**src/rtl/serirq_pkg.sv**
```systemverilog
package serirq_pkg;
  typedef enum logic [2:0] {
    ST_IDLE,
    ST_START,
    ST_START_REC,
    ST_SLOT,
    ST_STOP,
    ST_STOP_REC
  } frame_st_e;

  function automatic logic [3:0] start_clks(input logic [1:0] code);
    case (code)
      2'b01:   return 4'd6;
      2'b10:   return 4'd8;
      default: return 4'd4;
    endcase
  endfunction
endpackage

```
**src/rtl/serirq_frame_fsm.sv**
```systemverilog
module serirq_frame_fsm
  import serirq_pkg::*;
#(
  parameter int NSLOT     = 17,
  parameter int SLOT_CLKS = 3,
  parameter int REC_CLKS  = 2,
  localparam int SLOT_W   = $clog2(NSLOT),
  localparam int PH_W     = $clog2(SLOT_CLKS)
) (
  input  logic              clk_i,
  input  logic              rst_ni,
  input  logic              en_i,
  input  logic              quiet_i,
  input  logic [1:0]        width_code_i,
  input  logic              line_i,
  output logic              drive_low_o,
  output logic              sample_o,
  output logic [SLOT_W-1:0] slot_o
);
  frame_st_e         state_q;
  logic [3:0]        cnt_q;
  logic [SLOT_W-1:0] slot_q;
  logic [PH_W-1:0]   phase_q;
  logic [3:0]        width;

  assign width = start_clks(width_code_i);

  always_ff @(posedge clk_i or negedge rst_ni) begin
    if (!rst_ni) begin
      state_q <= ST_IDLE;
      cnt_q   <= '0;
      slot_q  <= '0;
      phase_q <= '0;
    end else if (!en_i) begin
      state_q <= ST_IDLE;
      cnt_q   <= '0;
      slot_q  <= '0;
      phase_q <= '0;
    end else begin
      case (state_q)
        ST_IDLE: begin
          if (!quiet_i) begin
            state_q <= ST_START;
            cnt_q   <= width - 4'd1;
          end else if (!line_i) begin
            // peripheral already supplied the first low clock
            state_q <= ST_START;
            cnt_q   <= width - 4'd2;
          end
        end
        ST_START: begin
          if (cnt_q == '0) begin
            state_q <= ST_START_REC;
            cnt_q   <= 4'(REC_CLKS - 1);
          end else cnt_q <= cnt_q - 4'd1;
        end
        ST_START_REC: begin
          if (cnt_q == '0) begin
            state_q <= ST_SLOT;
            slot_q  <= '0;
            phase_q <= '0;
          end else cnt_q <= cnt_q - 4'd1;
        end
        ST_SLOT: begin
          if (phase_q == PH_W'(SLOT_CLKS - 1)) begin
            phase_q <= '0;
            if (slot_q == SLOT_W'(NSLOT - 1)) begin
              state_q <= ST_STOP;
              cnt_q   <= quiet_i ? 4'd1 : 4'd2;
            end else slot_q <= slot_q + 1'b1;
          end else phase_q <= phase_q + 1'b1;
        end
        ST_STOP: begin
          if (cnt_q == '0) begin
            state_q <= ST_STOP_REC;
            cnt_q   <= 4'(REC_CLKS - 1);
          end else cnt_q <= cnt_q - 4'd1;
        end
        ST_STOP_REC: begin
          if (cnt_q == '0) state_q <= ST_IDLE;
          else cnt_q <= cnt_q - 4'd1;
        end
        default: state_q <= ST_IDLE;
      endcase
    end
  end

  assign drive_low_o = en_i && (state_q == ST_START || state_q == ST_STOP);
  assign sample_o    = en_i && state_q == ST_SLOT && phase_q == '0;
  assign slot_o      = slot_q;

  a_r1_off_idle: assert property (@(posedge clk_i) disable iff (!rst_ni)
    !en_i |=> (state_q == ST_IDLE));
  a_r2_slot_bounds: assert property (@(posedge clk_i) disable iff (!rst_ni)
    (state_q == ST_SLOT) |-> (slot_q < SLOT_W'(NSLOT) && phase_q < PH_W'(SLOT_CLKS)));
  a_r4_quiet_wait: assert property (@(posedge clk_i) disable iff (!rst_ni)
    (state_q == ST_IDLE && en_i && quiet_i && line_i) |=> (state_q == ST_IDLE));
  a_r6_stop_to_rec: assert property (@(posedge clk_i) disable iff (!rst_ni)
    (state_q == ST_STOP && cnt_q == '0 && en_i) |=> (state_q == ST_STOP_REC));
endmodule

```
**src/rtl/serirq_slot_capture.sv**
```systemverilog
module serirq_slot_capture #(
  parameter int NSLOT   = 17,
  localparam int SLOT_W = $clog2(NSLOT)
) (
  input  logic              clk_i,
  input  logic              rst_ni,
  input  logic              en_i,
  input  logic              sample_i,
  input  logic [SLOT_W-1:0] slot_i,
  input  logic              line_i,
  output logic [NSLOT-1:0]  act_o
);
  logic [NSLOT-1:0] act_q;

  always_ff @(posedge clk_i or negedge rst_ni) begin
    if (!rst_ni)                                  act_q <= '0;
    else if (!en_i)                               act_q <= '0;
    else if (sample_i && slot_i < SLOT_W'(NSLOT)) act_q[slot_i] <= ~line_i;
  end

  assign act_o = act_q;

  a_r5_sample_low_active: assert property (@(posedge clk_i) disable iff (!rst_ni)
    (sample_i && en_i && slot_i < SLOT_W'(NSLOT)) |=> (act_q[$past(slot_i)] == !$past(line_i)));
  a_r7_hold: assert property (@(posedge clk_i) disable iff (!rst_ni)
    (!sample_i && en_i) |=> $stable(act_q));
  a_r1_clear: assert property (@(posedge clk_i) disable iff (!rst_ni)
    !en_i |=> (act_q == '0));
endmodule

```
**src/rtl/serirq_host.sv**
```systemverilog
module serirq_host #(
  parameter int NSLOT   = 17,
  parameter int VEC_W   = 32,
  parameter int EN_BIT  = 31,
  parameter int QM_BIT  = 30,
  parameter int WID_LSB = 24
) (
  input  logic        clk_i,
  input  logic        rst_ni,
  input  logic [31:0] ctrl_i,
  input  logic        serirq_i,
  output logic        serirq_oe_o,
  output logic [31:0] irq_o
);
  localparam int SLOT_W = $clog2(NSLOT);

  logic              en, quiet, sample;
  logic [1:0]        wcode;
  logic [SLOT_W-1:0] slot;
  logic [NSLOT-1:0]  act;

  assign en    = ctrl_i[EN_BIT];
  assign quiet = ctrl_i[QM_BIT];
  assign wcode = ctrl_i[WID_LSB+:2];

  serirq_frame_fsm #(.NSLOT(NSLOT)) u_fsm (
    .clk_i       (clk_i),
    .rst_ni      (rst_ni),
    .en_i        (en),
    .quiet_i     (quiet),
    .width_code_i(wcode),
    .line_i      (serirq_i),
    .drive_low_o (serirq_oe_o),
    .sample_o    (sample),
    .slot_o      (slot)
  );

  serirq_slot_capture #(.NSLOT(NSLOT)) u_cap (
    .clk_i   (clk_i),
    .rst_ni  (rst_ni),
    .en_i    (en),
    .sample_i(sample),
    .slot_i  (slot),
    .line_i  (serirq_i),
    .act_o   (act)
  );

  // slot n lands on bit VEC_W-1-n, remaining low bits stay zero
  for (genvar b = 0; b < VEC_W; b++) begin : g_map
    if (b >= VEC_W - NSLOT) begin : g_slot
      assign irq_o[b] = act[VEC_W-1-b];
    end else begin : g_zero
      assign irq_o[b] = 1'b0;
    end
  end

  a_r8_oe_off_when_disabled: assert property (@(posedge clk_i) disable iff (!rst_ni)
    !en |-> !serirq_oe_o);
endmodule

```
**config.mk**
```make
export PLATFORM = sky130hd
export DESIGN_NAME = serirq_host
export DESIGN_NICKNAME = d
export VERILOG_FILES = /design/src/rtl/serirq_pkg.sv /design/src/rtl/serirq_frame_fsm.sv /design/src/rtl/serirq_slot_capture.sv /design/src/rtl/serirq_host.sv
export SDC_FILE = /design/constraint.sdc
export NUM_CORES = 1
export LEC_CHECK = 0
export ABC_CLOCK_PERIOD_IN_PS = 3000
export BUFFER_PORTS_ARGS = -buffer_cell sky130_fd_sc_hd__buf_2
export CELL_PAD_IN_SITES_DETAIL_PLACEMENT = 2
export CELL_PAD_IN_SITES_GLOBAL_PLACEMENT = 2
export CORE_ASPECT_RATIO = 1.4
export CORE_UTILIZATION = 32
export DETAILED_ROUTE_END_ITERATION = 6
export PLACE_DENSITY_LB_ADDON = 0.1
export SYNTH_ARGS = -nofsm -noshare
export SYNTH_HDL_FRONTEND = slang
export SYNTH_HIERARCHICAL = 1
export SYNTH_SLANG_ARGS = --single-unit
export TNS_END_PERCENT = 5
```
**constraint.sdc**
```tcl
create_clock -name clk_i -period 3 [get_ports clk_i]
set_input_delay 0.3 -clock clk_i [delete_from_list [all_inputs] [get_ports clk_i]]
set_output_delay 0.3 -clock clk_i [all_outputs]
set_load 0.02 [all_outputs]
```
==> results.py <==
metrics = {
    "synthesis": {
        "yosys_most_used_dff": "dfrtp_1",
        "postSynth.asyncResetShare_pct": 100.0,
        "synth_edf_count": 0,
        "yosysWarningCount": 6,
        "synth_area_per_cell_um2": 9.291,
        "synth_cell_type_count": 46,
        "post_synthesis_cell_count": 221,
        "netlist_area_um2": 2053,
        "seq_area_frac_synth_pct": 37.78,
        "synth_seq_cells": 31,
    },
    "clock_network": {
        "insertion_delay_ns": 0.29,
        "clkTransAtPathRegs_ns": 0.07,
        "cts_sinks": 31,
        "postCtsSetupRepairBufs": 0,
        "ctsHoldBuffers": 0,
        "tritoncts.num_buffers": 5,
        "max-clock-path-buffers": 2,
        "cts_repair_resize_count": 0,
        "h-tree-depth": 2,
        "ctsRootBufferMaster": "clkbuf_8",
        "cts_tree": "done",
    },
    "critical_path": {
        "rr_worst_depth": 5,
        "worst_path_dominant_cell_family": "simple AND/OR/NAND/NOR gates",
        "critical_path.cell_chain": "nand4b_1 > nor3_1 > nor3b_2 > nand3_1 > mux2i_1",
        "cp_slowest_stage_delay_ns": 0.65,
        "setup.worst_path.class": "reg2reg",
        "crit_path_end_kind": "flop",
        "timing.critical_path.depth": 5,
        "timing.critical_path.from_type": "flop",
        "path_buf_inv": 0,
        "crit_path_end": "u_cap/act_o[16]",
        "crit_path_start": "u_fsm/state_q[1]",
        "worst-endpoint-required_ns": 3.14,
        "internal_reg_to_reg_setup_slack_ns": 0.83,
        "rr_endpoint": "u_cap/act_o[16]",
        "reg2reg_from": "u_fsm/state_q[1]",
        "critical_path_peak_fanout": 16,
        "critPathSlowestCell": "dfrtp_1",
        "timing.critical_path.arrival_ns": 2.31,
    },
    "timing": {
        "max_freq_ghz": 0.4601,
        "setup_viol": 0,
        "slew_headroom_pct": 50.45,
        "fin_setup_tns_ns": 0,
        "worst-slew-pin-transition_ns": 0.7432,
        "drv_slew": 0,
        "grt_setup_unrepaired": "false",
        "timing_hold_violations_final": 0,
        "fin_crit_sh_pct": 72.45,
        "layout_setup_ws_ns": 0.8264,
        "final_critical_path_required_period_ns": 2.174,
        "skew_ns": 0.004634,
    },
    "power": {
        "power_per_cell_area_nw_per_um2": 699.2,
        "clockPowerShare_pct": 27.4,
        "p_total_mw": 1.601,
        "vdd_drop_max_v": 0.0002889,
        "p_leak_nw": 1.161,
        "pwr-share-seq_pct": 33.3,
        "power_switching_uw": 626.2,
        "comb_power_share_pct": 39.3,
        "power.switching_fraction_pct": 39.11,
        "internal_power_uw": 974.9,
    },
    "routing": {
        "number_of_vias_after_detailed_routing": 1645,
        "drt-pass1-iter-count": 4,
        "drt_first_iter_violations": 41,
        "detail-route-antenna-nets": 0,
        "wire_per_inst_um": 16.81,
        "drt-vias-per-instance": 5.157,
        "drt_drc_violations_left": 0,
        "postRouteWirelength_um": 5363,
    },
    "cells_and_area": {
        "area.growth.synth_to_final_pct": 11.52,
        "drive_above_1_share_pct": 20.24,
        "design.final.nets": 288,
        "most_frequent_cells_in_the_layout": "nand2_1 (40), dfrtp_1 (31), buf_2 (24)",
        "post-route-util_pct": 36.87,
        "insertedDiodeCount": 0,
        "layout_commonest_cell": "nand2_1",
        "finalInstanceArea_um2": 2290,
    },
    "die": {
        "die_height_um": 96.78,
        "initial_core_util_pct": 33.06,
        "num_io_pins": 68,
        "fp.dieArea_um2": 6745,
        "coreArea_um2": 6211,
        "placementRows": 34,
        "die_outline_width_um": 69.70,
    },
    "global_route": {
        "grt_antenna_before_repair": 0,
        "global_route.overflow_total": 0,
        "via_count_of_the_first_global_routing_pass": 1758,
        "global_route_wire_length_before_repair_um": 9045,
        "grt_max_degree": 32,
        "grt_usage_pct": 16.92,
    },
    "placement": {
        "placement.cell_area_um2": 2172,
        "place_congestion": 0.7608,
        "port_buffers": 24,
        "post-dp-hpwl_um": 3793,
        "dpl_worst_slack_ns": 0.8013,
    },
    "hold_path": {
        "hold_path_class": "in2async",
    },
    "job": {
        "cap_viol_max_count": 0,
    },
    "status": {
        "run_status": "finished, final reports clean",
    },
}
cells by family (layout without fill, tap and decap cells):
kind of cell,count (synthesis),after routing,share of synthesized area [%]
and+or+nand+nor,87,87,24.01
AOI/OAI and AO/OA,37,37,12.61
buffers and inverters,36,48,10.66
DFF,31,31,37.78
muxes,18,18,8.775
adders and majority gates,7,7,4.265
xor gates and xnor gates,4,4,1.706
other,1,15,0.1826
layer usage:
layer	track usage (%)	wire length [µm]	share of wire [%]
met1	19.83	2211	41
met2	31.22	2986	56
met3	2.292	129	2.4
met4	5.538	36	0.67
met5	0	0	0
worst min-delay path by stage:
stage | end | slack (ns) | startpoint | cells past startpoint
after global routing | u_cap/act_o[7] | 0.13 | rst_ni | 1
after detailed placement | u_cap/act_o[1] | 0.41 | rst_ni | 1
final | u_cap/act_o[1] | 0.08 | rst_ni | 1
after CTS | u_cap/act_o[7] | 0.1 | rst_ni | 1
after global placement | u_cap/act_o[2] | 0.41 | rst_ni | 1
after floorplan | u_cap/act_o[0] | 0.004 | rst_ni | 0
Yosys cell counts, types with 2 or more instances:
master / n / area share [%]
a22o_1: 2 / 0.85
buf_6: 2 / 1.1
nor3_1: 6 / 1.5
and4bb_4: 2 / 1.6
nand2_1: 40 / 7.3
dfrtp_1: 31 / 38
nand2b_1: 4 / 1.2
mux2i_1: 18 / 8.8
nor3b_2: 4 / 2.4
nor2b_1: 2 / 0.61
o21ai_0: 9 / 2.2
a2bb2oi_1: 2 / 0.85
inv_1: 12 / 2.2
nand3_1: 9 / 2.2
buf_2: 4 / 0.98
a21oi_1: 4 / 0.98
o31ai_1: 2 / 0.73
buf_4: 17 / 6.2
xnor2_1: 4 / 1.7
a31oi_1: 2 / 0.61
o21ai_1: 3 / 0.73
a32o_1: 2 / 0.98
nor3_2: 3 / 1.5
o221ai_1: 2 / 0.85
nor2_1: 7 / 1.3
o21bai_1: 2 / 0.73
ha_1: 7 / 4.3
worst register-to-register path: stages, from the launching register on:
cell and delay [ns]:
dfrtp_1 0.65, nand4b_1 0.35, nor3_1 0.28, nor3b_2 0.45
nand3_1 0.16, mux2i_1 0.15
layout make-up:
type / count / area (µm²)
multi-input cells: 168 / 1111
repair buffers: 28 / 150.1
clock inverters: 2 / 35.03
clock buffers: 6 / 82.58
well taps: 72 / 90.09
inverters: 12 / 45.04
fillers: 725 / 3921
flip-flops and latches: 31 / 775.7
power groups by stage:
| stage | Combinational (mW) | Sequential, mW | Clock [mW] |
|---|---|---|---|
| 2_1_floorplan | 0.529 | 0.514 | 0 |
| 3_3_place_gp | 0.625 | 0.541 | 0 |
| 3_5_place_dp | 0.638 | 0.544 | 0 |
| 4_1_cts | 0.639 | 0.536 | 0.450 |
| 5_1_grt | 0.702 | 0.546 | 0.464 |
| 6_report | 0.629 | 0.533 | 0.439 |
metrics by stage:
step                      instances  hold slack (ns)
final                           319          0.07553
after global routing            319           0.1322
after CTS                       319          0.09988
after detailed placement        311           0.4112
after global placement          311           0.4128
after floorplan                 235         0.004409
state kept, by name, summed over array words and instances (netlist names):
register	flops
u_cap/act_o	17
u_fsm/cnt_q	4
u_fsm/phase_q	2
u_fsm/slot_o	5
u_fsm/state_q	3
(Power assumes the default switching activity.)
